$ cat src/rtl/asrx_pkg.sv
package asrx_pkg;
  typedef enum logic [1:0] {
    FMT_LJ     = 2'b00,
    FMT_LJ_DLY = 2'b01,
    FMT_RJ     = 2'b10,
    FMT_WCLK   = 2'b11
  } fmt_e;

  typedef struct packed {
    logic bclk;
    logic wclk;
    logic lrck;
    logic sdat;
  } line_t;
endpackage

$ cat src/rtl/asrx_sync.sv
module asrx_sync
  import asrx_pkg::*;
#(
  parameter int STAGES = 2
) (
  input  logic  clk,
  input  logic  rst,
  input  line_t raw_i,
  output line_t now_o,
  output line_t prev_o
);
  localparam int DEPTH = STAGES + 1;

  line_t pipe [DEPTH];

  always_ff @(posedge clk) begin
    if (rst) pipe[0] <= '0;
    else     pipe[0] <= raw_i;
  end

  generate
    for (genvar g = 1; g < DEPTH; g++) begin : g_stage
      always_ff @(posedge clk) begin
        if (rst) pipe[g] <= '0;
        else     pipe[g] <= pipe[g-1];
      end
    end
  endgenerate

  assign now_o  = pipe[STAGES-1];
  assign prev_o = pipe[STAGES];
endmodule

$ cat src/rtl/asrx_framer.sv
module asrx_framer
  import asrx_pkg::*;
#(
  parameter int W      = 16,
  parameter int CNT_W  = 6,
  parameter int RJ_OFS = 16,
  parameter int CODE_W = 4
) (
  input  logic              clk,
  input  logic              rst,
  input  logic              cap_i,
  input  logic              sdat_i,
  input  logic              lrck_i,
  input  logic              wclk_i,
  input  logic [1:0]        fmt_i,
  input  logic [CODE_W-1:0] len_code_i,
  output logic [W-1:0]      left_o,
  output logic [W-1:0]      right_o,
  output logic              valid_o
);
  localparam int LEN_W = $clog2(W + 1);
  localparam logic [CNT_W-1:0] CNT_MAX = {CNT_W{1'b1}};

  function automatic logic [W-1:0] sext(input logic [W-1:0] v, input logic [LEN_W-1:0] n);
    logic [W-1:0] r;
    for (int i = 0; i < W; i++) r[i] = (i < int'(n)) ? v[i] : v[n - 1'b1];
    return r;
  endfunction

  logic [CNT_W-1:0] cnt, k_next, msb_pos, last_pos;
  logic [LEN_W-1:0] wlen;
  logic [W-1:0]     sh, sh_next, left_hold;
  logic             lr_prev, wc_prev, chan, chan_now, slot_start, in_word, word_end;

  always_comb begin
    if (len_code_i == '0)                   wlen = LEN_W'(W);
    else if (len_code_i < CODE_W'(4))       wlen = LEN_W'(4);
    else                                    wlen = LEN_W'(len_code_i);
    case (fmt_e'(fmt_i))
      FMT_LJ_DLY: msb_pos = CNT_W'(1);
      FMT_RJ:     msb_pos = CNT_W'(RJ_OFS);
      default:    msb_pos = '0;
    endcase
    slot_start = (fmt_e'(fmt_i) == FMT_WCLK) ? (wclk_i && !wc_prev) : (lrck_i != lr_prev);
    if (slot_start)            k_next = '0;
    else if (cnt == CNT_MAX)   k_next = CNT_MAX;
    else                       k_next = cnt + 1'b1;
    chan_now = slot_start ? lrck_i : chan;
    last_pos = msb_pos + CNT_W'(wlen) - 1'b1;
    in_word  = (k_next >= msb_pos) && (k_next <= last_pos) && (k_next != CNT_MAX);
    word_end = in_word && (k_next == last_pos);
    sh_next  = {sh[W-2:0], sdat_i};
  end

  always_ff @(posedge clk) begin
    if (rst) begin
      cnt       <= CNT_MAX;
      lr_prev   <= 1'b0;
      wc_prev   <= 1'b0;
      chan      <= 1'b0;
      sh        <= '0;
      left_hold <= '0;
      left_o    <= '0;
      right_o   <= '0;
      valid_o   <= 1'b0;
    end else begin
      valid_o <= 1'b0;
      if (cap_i) begin
        cnt     <= k_next;
        lr_prev <= lrck_i;
        wc_prev <= wclk_i;
        chan    <= chan_now;
        if (in_word) sh <= sh_next;
        if (word_end) begin
          if (chan_now) left_hold <= sext(sh_next, wlen);
          else begin
            left_o  <= left_hold;
            right_o <= sext(sh_next, wlen);
            valid_o <= 1'b1;
          end
        end
      end
    end
  end

  a_r10_valid_one_cycle: assert property (@(posedge clk) disable iff (rst)
    valid_o |=> !valid_o);
  a_r10_valid_follows_capture: assert property (@(posedge clk) disable iff (rst)
    valid_o |-> $past(cap_i));
  a_r9_count_saturates: assert property (@(posedge clk) disable iff (rst)
    (cnt == CNT_MAX && !(cap_i && slot_start)) |=> cnt == CNT_MAX);
  a_r8_right_sign_extended: assert property (@(posedge clk) disable iff (rst)
    valid_o |-> right_o == sext(right_o, $past(wlen)));
endmodule

$ cat src/rtl/serial_audio_rx.sv
module serial_audio_rx
  import asrx_pkg::*;
#(
  parameter int W           = 16,
  parameter int CODE_W      = 4,
  parameter int SYNC_STAGES = 2,
  parameter int CNT_W       = 6,
  parameter int RJ_OFS      = 16
) (
  input  logic              clk,
  input  logic              rst,
  input  logic              bclk_i,
  input  logic              wclk_i,
  input  logic              lrck_i,
  input  logic              sdata_i,
  input  logic [1:0]        fmt_i,
  input  logic              bclk_inv_i,
  input  logic [CODE_W-1:0] len_code_i,
  output logic [W-1:0]      left_o,
  output logic [W-1:0]      right_o,
  output logic              valid_o
);
  line_t raw, now_l, prev_l;
  logic  cap;

  assign raw = '{bclk: bclk_i, wclk: wclk_i, lrck: lrck_i, sdat: sdata_i};

  asrx_sync #(.STAGES(SYNC_STAGES)) sync_i (
    .clk(clk), .rst(rst), .raw_i(raw), .now_o(now_l), .prev_o(prev_l)
  );

  assign cap = (now_l.bclk != prev_l.bclk) && (now_l.bclk != bclk_inv_i);

  asrx_framer #(.W(W), .CNT_W(CNT_W), .RJ_OFS(RJ_OFS), .CODE_W(CODE_W)) framer_i (
    .clk(clk), .rst(rst), .cap_i(cap), .sdat_i(now_l.sdat), .lrck_i(now_l.lrck),
    .wclk_i(now_l.wclk), .fmt_i(fmt_i), .len_code_i(len_code_i),
    .left_o(left_o), .right_o(right_o), .valid_o(valid_o)
  );

  a_r2_capture_spacing: assert property (@(posedge clk) disable iff (rst)
    cap |=> !cap);
endmodule

$ cat config.mk
export PLATFORM = sky130hd
export DESIGN_NAME = serial_audio_rx
export DESIGN_NICKNAME = d
export VERILOG_FILES = /design/src/rtl/asrx_pkg.sv /design/src/rtl/asrx_sync.sv /design/src/rtl/asrx_framer.sv /design/src/rtl/serial_audio_rx.sv
export SDC_FILE = /design/constraint.sdc
export NUM_CORES = 1
export LEC_CHECK = 0
export BUFFER_PORTS_ARGS = -buffer_cell sky130_fd_sc_hd__buf_2
export CAP_MARGIN = 10
export CELL_PAD_IN_SITES_DETAIL_PLACEMENT = 0
export CELL_PAD_IN_SITES_GLOBAL_PLACEMENT = 1
export CORE_MARGIN = 1
export CORE_UTILIZATION = 47
export CTS_BUF_LIST = sky130_fd_sc_hd__clkbuf_4 sky130_fd_sc_hd__clkbuf_8
export CTS_CLUSTER_SIZE = 40
export DETAILED_ROUTE_END_ITERATION = 10
export GPL_TIMING_DRIVEN = 0
export PLACE_DENSITY_LB_ADDON = 0.1
export SLEW_MARGIN = 20
export SYNTH_ARGS = -nofsm -noshare
export SYNTH_HDL_FRONTEND = slang
export SYNTH_SLANG_ARGS = --single-unit
$ cat constraint.sdc
create_clock -name clk -period 4 [get_ports clk]
set_clock_uncertainty 0.05 [all_clocks]
set_input_delay 0.4 -clock clk [delete_from_list [all_inputs] [get_ports clk]]
set_output_delay 0.4 -clock clk [all_outputs]
set_load 0.05 [all_outputs]
==> results of run 1 <==
-- power breakdown --
part	internal [W]	switching (W)
Sequential	0.000823	0.00000576
Clock	0.000416	0.000302
Combinational	0.000106	0.000143
Total	0.00134	0.000451
-- stage by stage --
step	utilization	hold WS [ns]	total power, W	setup TNS, ns	cells
4_1_cts	0.555	0.198	0.00181	0	627
6_report	0.556	0.214	0.00179	0	627
2_1_floorplan	-	0.364	0.00104	0	461
3_5_place_dp	0.527	0.379	0.00109	-7.10	612
5_1_grt	0.556	0.217	0.00188	0	627
3_3_place_gp	0.527	0.367	0.00109	-3.27	612
-- flip-flops by register name (all words and copies together) (netlist names) --
register and flops:
framer_i.valid_o 1, framer_i.sh 15, framer_i.cnt 6, framer_i.wc_prev 1, framer_i.left_o 16, framer_i.chan 1, sync_i.pipe 9, framer_i.left_hold 16
framer_i.right_o 16, framer_i.lr_prev 1
-- cell type report --
cell class / count / area, sq um
Tap cell: 108 / 135
Timing Repair Buffer: 43 / 215
Inverter: 14 / 52.6
Clock buffer: 9 / 124
Multi-Input combinational cell: 335 / 2370
Sequential cell: 82 / 1640
Buffer: 30 / 196
Clock inverter: 6 / 115
Fill cell: 816 / 3870
-- kinds of logic after synthesis --
kind of cell	synth area share
adders and majority gates	0.0531
and+or+nand+nor	0.197
DFF	0.387
muxes	0.116
AOI/OAI and AO/OA	0.175
buffers and inverters	0.0578
xor gates and xnor gates	0.0144
-- timing repair --
item,CTS,global route
resized for setup,1,10
hold endpoints to repair,0,0
endpoints found under the setup margin,1,17
-- routing by layer --
layer  share of wire  global-route usage
met1            0.52               0.305
met2            0.44               0.324
met3           0.027              0.0368
met4          0.0081              0.0517
met5               0                   0
-- cells in the final DEF, fill, tap and decap left out, drive strengths merged, types with 2 or more instances in the layout --
cell type,netlist,routed
a31oi,6,6
nand2,61,61
o21ai,8,8
or3,2,2
nand4bb,2,2
nor2,42,42
nand3,8,8
a211oi,15,15
nand2b,21,21
and3,2,2
xnor2,4,4
clkinv,0,2
nor3,8,8
nor2b,13,13
mux4,4,4
o21a,2,2
o2111ai,2,2
a21o,3,3
or2,3,3
clkbuf,14,23
xor2,3,3
mux2i,34,34
a211o,4,4
dfxtp,82,82
bufinv,0,3
o211ai,2,2
inv,14,15
a21oi,43,43
o21bai,5,5
buf,16,59
and2,2,2
nor3b,2,2
ha,18,18
-- final timing paths --
path | start | endpoint | slack, ns | depth (start not counted)
worst max-delay path | len_code_i[3] | framer_i.left_hold[8] | 0.32 | 19
worst min register to register | sync_i.pipe[0][3] | sync_i.pipe[1][3] | 0.39 | 1
worst min-delay path | lrck_i | sync_i.pipe[0][1] | 0.21 | 2
worst max register to register | framer_i.cnt[0] | framer_i.left_hold[8] | 0.81 | 13
-- cell usage after synthesis (3+ instances only) --
cell | n | area, sq um
nor3_1 | 6 | 30.0
a21oi_1 | 43 | 215
a211oi_1 | 6 | 45.0
buf_2 | 4 | 20.0
buf_6 | 6 | 67.6
o21bai_1 | 5 | 37.5
nor2b_1 | 13 | 81.3
ha_1 | 18 | 225
dfxtp_1 | 82 | 1640
buf_4 | 5 | 37.5
mux2i_4 | 3 | 67.6
inv_1 | 13 | 48.8
a21o_1 | 3 | 22.5
o21ai_0 | 6 | 30.0
nand2_1 | 61 | 229
mux2i_1 | 30 | 300
nor2_1 | 42 | 158
a211oi_2 | 9 | 113
nand3_1 | 8 | 40.0
xnor2_1 | 4 | 35.0
clkbuf_1 | 14 | 52.6
xor2_1 | 3 | 26.3
a31oi_1 | 6 | 37.5
nand2b_1 | 21 | 131
a211o_1 | 4 | 35.0
-- worst max-delay path: stages --
cell      delay, ns
buf_2          0.11
buf_4          0.19
clkbuf_2       0.23
o21ai_1        0.16
ha_1           0.28
ha_1           0.19
a31oi_1        0.22
o21bai_1       0.09
a21oi_1        0.19
xor2_1         0.10
ha_1           0.30
nand3_1        0.14
nor2_4         0.20
nor4b_1        0.25
o211a_1        0.19
buf_4          0.17
buf_6          0.17
mux2i_1        0.19
nor2_1         0.05
==> flow_summary.yaml, run 1 <==
setup_path:
  crit_required_ns: 4.16
  crit_path_end_kind: "register"
  critPathLaunchType: "input port"
  critPathArrivalTime_ns: 3.84
  critPathKind: "in -> reg"
  path_max_fanout: 10
floorplanning:
  die_y_um: 97.0
  row_count: 34
  initial_utilization: 0.487
  pin_count: 46
  fp.dieW_um: 97.0
  die_area_sq_mm: 0.00942
  core_area_sq_mm: 0.00872
timing:
  max_slew_margin: 0.590
  layout_min_cycle_time_ns: 3.68
  drv_slew: 0
  worst_pin_slew_ns: 0.615
  setup_violations: 0
  worst_slack_ns: 0.323
  max_freq_ghz: 0.272
  hold_viol: 0
  period_share: 0.919
  rsz0062_at_grt: "false"
place:
  place_hpwl_mm: 7.30
  place_ws_ns: -0.352
  placed_cell_area_sq_mm: 0.00460
  gp_congestion: 0.840
  port_buffers: 43
synth:
  syn_area_per_cell_sq_um: 9.21
  ys_seq_area_frac: 0.387
  async_reset_ff_frac: 0
  synth_cell_types: 62
  synth_nets: 492
  synth_area_sq_mm: 0.00425
  synth-seq-cells: 82
  yosys_warnings: 0
  synth-edff-count: 0
  synth_flop_cell: "dfxtp_1"
  synth_cells: 461
clock_network:
  htreeDepth: 3
  numCtsBuffers: 9
  cts_hold_buf: 0
  clkLatencyLatePin_ns: 0.34
  clk_pin_slew_ns: 0.08
  root_buffer: "clkbuf_8"
  post_cts_buffers: 0
  cts.sinks: 82
  cts_tree: "yes"
  cts_buffer_depth: 2
drt:
  drt_pre_antenna_iters: 4
  wl_mm: 9.61
  drt_iter0_drc: 125
  vias_per_cell: 5.37
  drc: 0
  drtAntennaViolNets: 0
  via_count: 3367
  wire_per_inst_um: 15.3
worst_hold_path:
  hp-class: "in -> reg"
power_and_ir_drop:
  vdd_drop_max_mv: 0.217
  p_leak_nw: 1.90
  power_density_mw_per_mm2: 370
flow_run:
  drv_cap: 0
grt:
  grt_pass1_wl_mm: 16.0
  grt_max_degree: 15
  grt_use_total: 0.210
  antenna_found_initial: 0
  grt_pass1_vias: 3170
  overflow: 0
run_status:
  run_status: "completed"
layout:
  drive_gt1_frac: 0.210
  diodes: 0
  nets: 546
  area_delta_synth_final_pct: 14.3
  final_cell_area_sq_mm: 0.00485
Power figures use the tool's default switching activity.
==> inputs of run 2 (changes only) <==
--- a/config.mk
+++ b/config.mk
@@ -14,7 +14,7 @@
 export CTS_BUF_LIST = sky130_fd_sc_hd__clkbuf_4 sky130_fd_sc_hd__clkbuf_8
 export CTS_CLUSTER_SIZE = 40
 export DETAILED_ROUTE_END_ITERATION = 10
-export GPL_TIMING_DRIVEN = 0
+export GPL_TIMING_DRIVEN = 1
 export PLACE_DENSITY_LB_ADDON = 0.1
 export SLEW_MARGIN = 20
 export SYNTH_ARGS = -nofsm -noshare
==> run 2 against run 1 <==
Routed wire length fell by 8.4%. Critical endpoint is now framer_i.left_hold[6]. Final cell count fell by 2.6%. Die area did not move. Worst setup slack improved by 0.30 ns. Largest power group unchanged. Count of clock-buffer cells in the layout rose by 1.
==> flow_summary.yaml, run 2 (same netlist as run 1, synthesis figures left out) <==
run_status:
  run_status: "completed"
timing:
  max_slew_margin: 0.623
  period_share: 0.843
  setup_violations: 0
  layout_min_cycle_time_ns: 3.37
  worst_pin_slew_ns: 0.566
  rsz0062_at_grt: "false"
  fin_tns_setup_ns: 0
  max_freq_ghz: 0.297
  drv_slew: 0
  hold_viol: 0
setup_path:
  cpMostUsedCell: "ha_1"
  max_stage_delay_ns: 0.29
  rr_worst_depth: 13
  critPathLaunchType: "input port"
  critical_path.cell_chain: "buf_2 -> buf_4 -> o21ai_4 -> ha_1 -> inv_1 -> ha_1 -> ha_1 -> a31oi_1 -> o21bai_1 -> a21oi_1 -> xor2_1 -> ha_1 -> nand3_1 -> nor2_1 -> nor4b_1 -> o211a_1 -> buf_12 -> nor2_1 -> a211oi_2"
  crit_path_end_kind: "register"
  worstReg2RegStart: "framer_i.cnt[0]"
  critPathArrivalTime_ns: 3.59
  reg2reg_slack_ns: 0.95
  crit_path_top_delay_cell: "ha_1"
  critPathLaunch: "len_code_i[2]"
  path_buf_inv: 4
  reg2reg_to: "framer_i.sh[7]"
  critPathKind: "in -> reg"
  path_max_fanout: 25
  critical-path-top-delay-family: "compound AO/OA/AOI/OAI gates"
  crit_required_ns: 4.22
  crit_end: "framer_i.left_hold[6]"
  cp.depth: 19
clock_network:
  cts_buffer_depth: 2
  numCtsBuffers: 9
  clkLatencyLatePin_ns: 0.35
  clk_pin_slew_ns: 0.08
  htreeDepth: 3
  cts_tree: "yes"
  root_buffer: "clkbuf_8"
  cts_resized: 0
  post_cts_buffers: 0
  cts_hold_buf: 0
  cts.sinks: 82
layout:
  area_delta_synth_final_pct: 11.0
  layout_commonest_cell: "dfxtp_1"
  fin_util: 0.540
  drive_gt1_frac: 0.203
  fillers: 807
  layout_common_cells: "dfxtp_1, nand2_1, buf_2, a21oi_1, nor2_1"
  diodes: 0
  reg.largest.list: "framer_i.left_hold: 16 flops, framer_i.left_o: 16 flops, framer_i.right_o: 16 flops"
  nets: 529
grt:
  grt_max_degree: 40
  overflow: 0
  grt_pass1_vias: 3029
  grt_pass1_wl_mm: 14.6
  grt_use_total: 0.191
  antenna_found_initial: 0
power_and_ir_drop:
  total_power_w: 0.00161
  p_leak_nw: 1.82
  vdd_drop_max_mv: 0.185
  power_density_mw_per_mm2: 343
drt:
  drc: 0
  wl_mm: 8.81
  wire_per_inst_um: 14.4
  drt_iter0_drc: 106
  vias_per_cell: 5.29
  via_count: 3231
  drtAntennaViolNets: 0
  drt_pre_antenna_iters: 4
floorplanning:
  core_area_sq_mm: 0.00872
  die_area_sq_mm: 0.00942
  row_count: 34
  die_y_um: 97.0
  initial_utilization: 0.487
  fp.dieW_um: 97.0
  pin_count: 46
place:
  gp_congestion: 0.837
  port_buffers: 45
  place_hpwl_mm: 6.43
flow_run:
  drv_cap: 0
worst_hold_path:
  hp-class: "in -> reg"
## run 2: changes by cell type in the layout (fill, tap and decap cells not counted), sizes merged
cell      previous run  this run
inv                 15        16
clkinv               2         1
buf                 59        56
clkinvlp             0         3
clkbuf              23        10
bufinv               3         0
## run 2: metal layers
metal | vias up | share of wire | track usage
met3 | 10 | 0.027 | 0.0318
met1 | 1492 | 0.54 | 0.281
met2 | 46 | 0.42 | 0.283
li1 | 1683 | - | -
met4 | 0 | 0.013 | 0.0620
met5 | - | 0 | 0
## run 2: how the worst min path moves through the flow
stage,startpoint,endpoint,cells past startpoint
3_5_place_dp,sync_i.pipe[0][0],sync_i.pipe[1][0],1
6_report,lrck_i,sync_i.pipe[0][1],2
4_1_cts,lrck_i,sync_i.pipe[0][1],2
5_1_grt,bclk_i,sync_i.pipe[0][3],2
2_1_floorplan,sync_i.pipe[0][0],sync_i.pipe[1][0],1
3_3_place_gp,sync_i.pipe[0][3],sync_i.pipe[1][3],1
## run 2: final cells by class
class	count	area, sq um	share of cell area
Inverter	14	52.6	0.0111
Timing Repair Buffer	56	345	0.0733
Multi-Input combinational cell	335	2360	0.500
Clock buffer	10	131	0.0279
Sequential cell	82	1640	0.348
Clock inverter	6	48.8	0.0104
Tap cell	108	135	0.0287
## run 2: stage by stage
stage | hold slack, ns | worst slack [ns] | cell area [sq um] | instances
final | 0.211 | 0.628 | 4710 | 611
after detailed placement | 0.372 | 0.285 | 4530 | 595
after global routing | 0.204 | 0.365 | 4710 | 611
after floorplan | 0.364 | 0.237 | 4250 | 461
after global placement | 0.365 | 0.360 | 4510 | 594
after CTS | 0.197 | 0.655 | 4710 | 611
## run 2: where the power goes
part	internal, W	switching [W]	leakage (nW)	total [W]
combinational	0.000103	0.000132	1.08	0.000235
sequential	0.000823	0.00000648	0.663	0.000829
clock	0.000238	0.000313	0.0829	0.000550
==> inputs of run 3 (changes only) <==
==> constraint.sdc (replaced) <==
create_clock -name clk -period 3.34 [get_ports clk]
set_clock_uncertainty 0.05 [all_clocks]
set_input_delay 0.334 -clock clk [delete_from_list [all_inputs] [get_ports clk]]
set_output_delay 0.334 -clock clk [all_outputs]
set_load 0.05 [all_outputs]
==> run 3 against run 2 <==
Global-route usage increased by 1.9 points. Routed wire length increased by 6.0%. Count of clock-buffer cells in the layout increased by 1. Cell area increased by 4.3%. Register-to-register slack got worse by 0.66 ns. Non-clock buffer count increased by 16. Critical path depth decreased by 7. Worst hold slack got worse by 0.064 ns. Worst setup slack got worse by 0.34 ns. Critical path type is now reg -> reg. Largest cell class unchanged. Highest routed layer unchanged.
==> flow_summary.yaml, run 3 (same netlist as run 1, synthesis figures left out) <==
place:
  placed_cell_area_sq_mm: 0.00471
  place_hpwl_mm: 6.80
  port_buffers: 45
  gp_congestion: 0.798
grt:
  antenna_found_initial: 0
  grt_pass1_vias: 3334
  overflow: 0
  grt_pass1_wl_mm: 16.1
  grt_max_degree: 37
  grt_use_total: 0.210
setup_path:
  critPathKind: "reg -> reg"
  critPathArrivalTime_ns: 3.27
  cpMostUsedCell: "ha_1"
  rr_worst_depth: 12
  critPathLaunchType: "register"
  crit_path_top_delay_cell: "dfxtp_1"
  crit_path_end_kind: "register"
  critical_path.cell_chain: "ha_1 -> nand3_1 -> or2_2 -> a21o_1 -> ha_1 -> nand2b_1 -> a21oi_1 -> o31ai_2 -> o211a_1 -> buf_12 -> buf_4 -> a211oi_2"
  path_buf_inv: 2
  max_stage_delay_ns: 0.42
  path_max_fanout: 23
  crit_required_ns: 3.56
  critical-path-top-delay-family: "compound AO/OA/AOI/OAI gates"
  cp.depth: 12
floorplanning:
  initial_utilization: 0.487
  core_area_sq_mm: 0.00872
  row_count: 34
  pin_count: 46
  die_y_um: 97.0
  die_area_sq_mm: 0.00942
  fp.dieW_um: 97.0
drt:
  drtAntennaViolNets: 0
  wire_per_inst_um: 14.9
  via_count: 3353
  drt_iter0_drc: 159
  wl_mm: 9.33
  drc: 0
  drt_pre_antenna_iters: 4
  vias_per_cell: 5.35
flow_run:
  drv_cap: 0
clock_network:
  clk_pin_slew_ns: 0.09
  cts.sinks: 82
  numCtsBuffers: 9
  htreeDepth: 3
  cts_resized: 0
  cts_hold_buf: 0
  post_cts_buffers: 0
  root_buffer: "clkbuf_8"
  clkLatencyLatePin_ns: 0.35
  cts_buffer_depth: 2
  cts_tree: "yes"
layout:
  diodes: 0
  layout_common_cells: "dfxtp_1, nand2_1, buf_2, a21oi_1, nor2_1"
  reg.largest.list: "framer_i.left_hold: 16 flops, framer_i.left_o: 16 flops, framer_i.right_o: 16 flops"
  area_delta_synth_final_pct: 15.8
  nets: 545
  final_cell_area_sq_mm: 0.00492
  layout_commonest_cell: "dfxtp_1"
  fillers: 811
  drive_gt1_frac: 0.243
power_and_ir_drop:
  vdd_drop_max_mv: 0.234
  power_density_mw_per_mm2: 418
  p_leak_nw: 1.93
timing:
  hold_viol: 0
  hold_slack_ns: 0.147
  max_slew_margin: 0.556
  rsz0062_at_grt: "false"
  drv_slew: 0
  period_share: 0.913
  setup_violations: 0
  max_freq_ghz: 0.328
  worst_pin_slew_ns: 0.666
  layout_min_cycle_time_ns: 3.05
worst_hold_path:
  hold_path_depth: 2
  hp-class: "in -> reg"
run_status:
  run_status: "completed"
## run 3: worst register-to-register path: cells and delay by family, from the launching register on
family	cells	cell delay, ns
AND/OR/NAND/NOR	3	0.60
flip-flops	1	0.42
AO/OA/AOI/OAI	5	0.98
buffers and inverters	2	0.33
adder cells (fa/ha/maj)	2	0.61
## run 3: cell type report
class | instances | area, sq um | area share
Clock inverter | 5 | 62.6 | 0.0127
Tap cell | 108 | 135 | 0.0275
Multi-Input combinational cell | 335 | 2410 | 0.491
Clock buffer | 11 | 145 | 0.0295
Sequential cell | 82 | 1640 | 0.334
Timing Repair Buffer | 72 | 465 | 0.0947
Inverter | 14 | 52.6 | 0.0107
## run 3: routing by layer
layer | wire length (um) | part of all wire | track usage
met2 | 4090 | 0.44 | 0.320
met1 | 4840 | 0.52 | 0.303
met4 | 136 | 0.015 | 0.0792
met3 | 260 | 0.028 | 0.0275
met5 | 0 | 0 | 0
## run 3: stage by stage
stage	setup TNS [ns]	total power, W	setup slack [ns]	cells	util
final	0	0.00206	0.290	627	0.564
after global routing	0	0.00216	0.0745	627	0.564
after CTS	0	0.00208	0.323	627	0.564
after detailed placement	-0.0145	0.00133	-0.0139	611	0.540
after global placement	0	0.00132	0.0512	611	0.540
after floorplan	0	0.00126	0.00777	461	-
## run 3: final timing paths
check / startpoint / endpoint / slack (ns)
worst max-delay path: framer_i.cnt[0] / framer_i.left_hold[10] / 0.29
worst min-delay path: sdata_i / sync_i.pipe[0][0] / 0.15
worst max register to register: framer_i.cnt[0] / framer_i.left_hold[10] / 0.29
worst min register to register: sync_i.pipe[0][1] / sync_i.pipe[1][1] / 0.39
## run 3: power breakdown
| part | total [W] | switching, W | internal (W) | leakage, nW |
|---|---|---|---|---|
| clock network | 0.000751 | 0.000372 | 0.000379 | 0.0996 |
| logic | 0.000314 | 0.000173 | 0.000141 | 1.16 |
| registers | 0.000993 | 0.00000782 | 0.000985 | 0.663 |
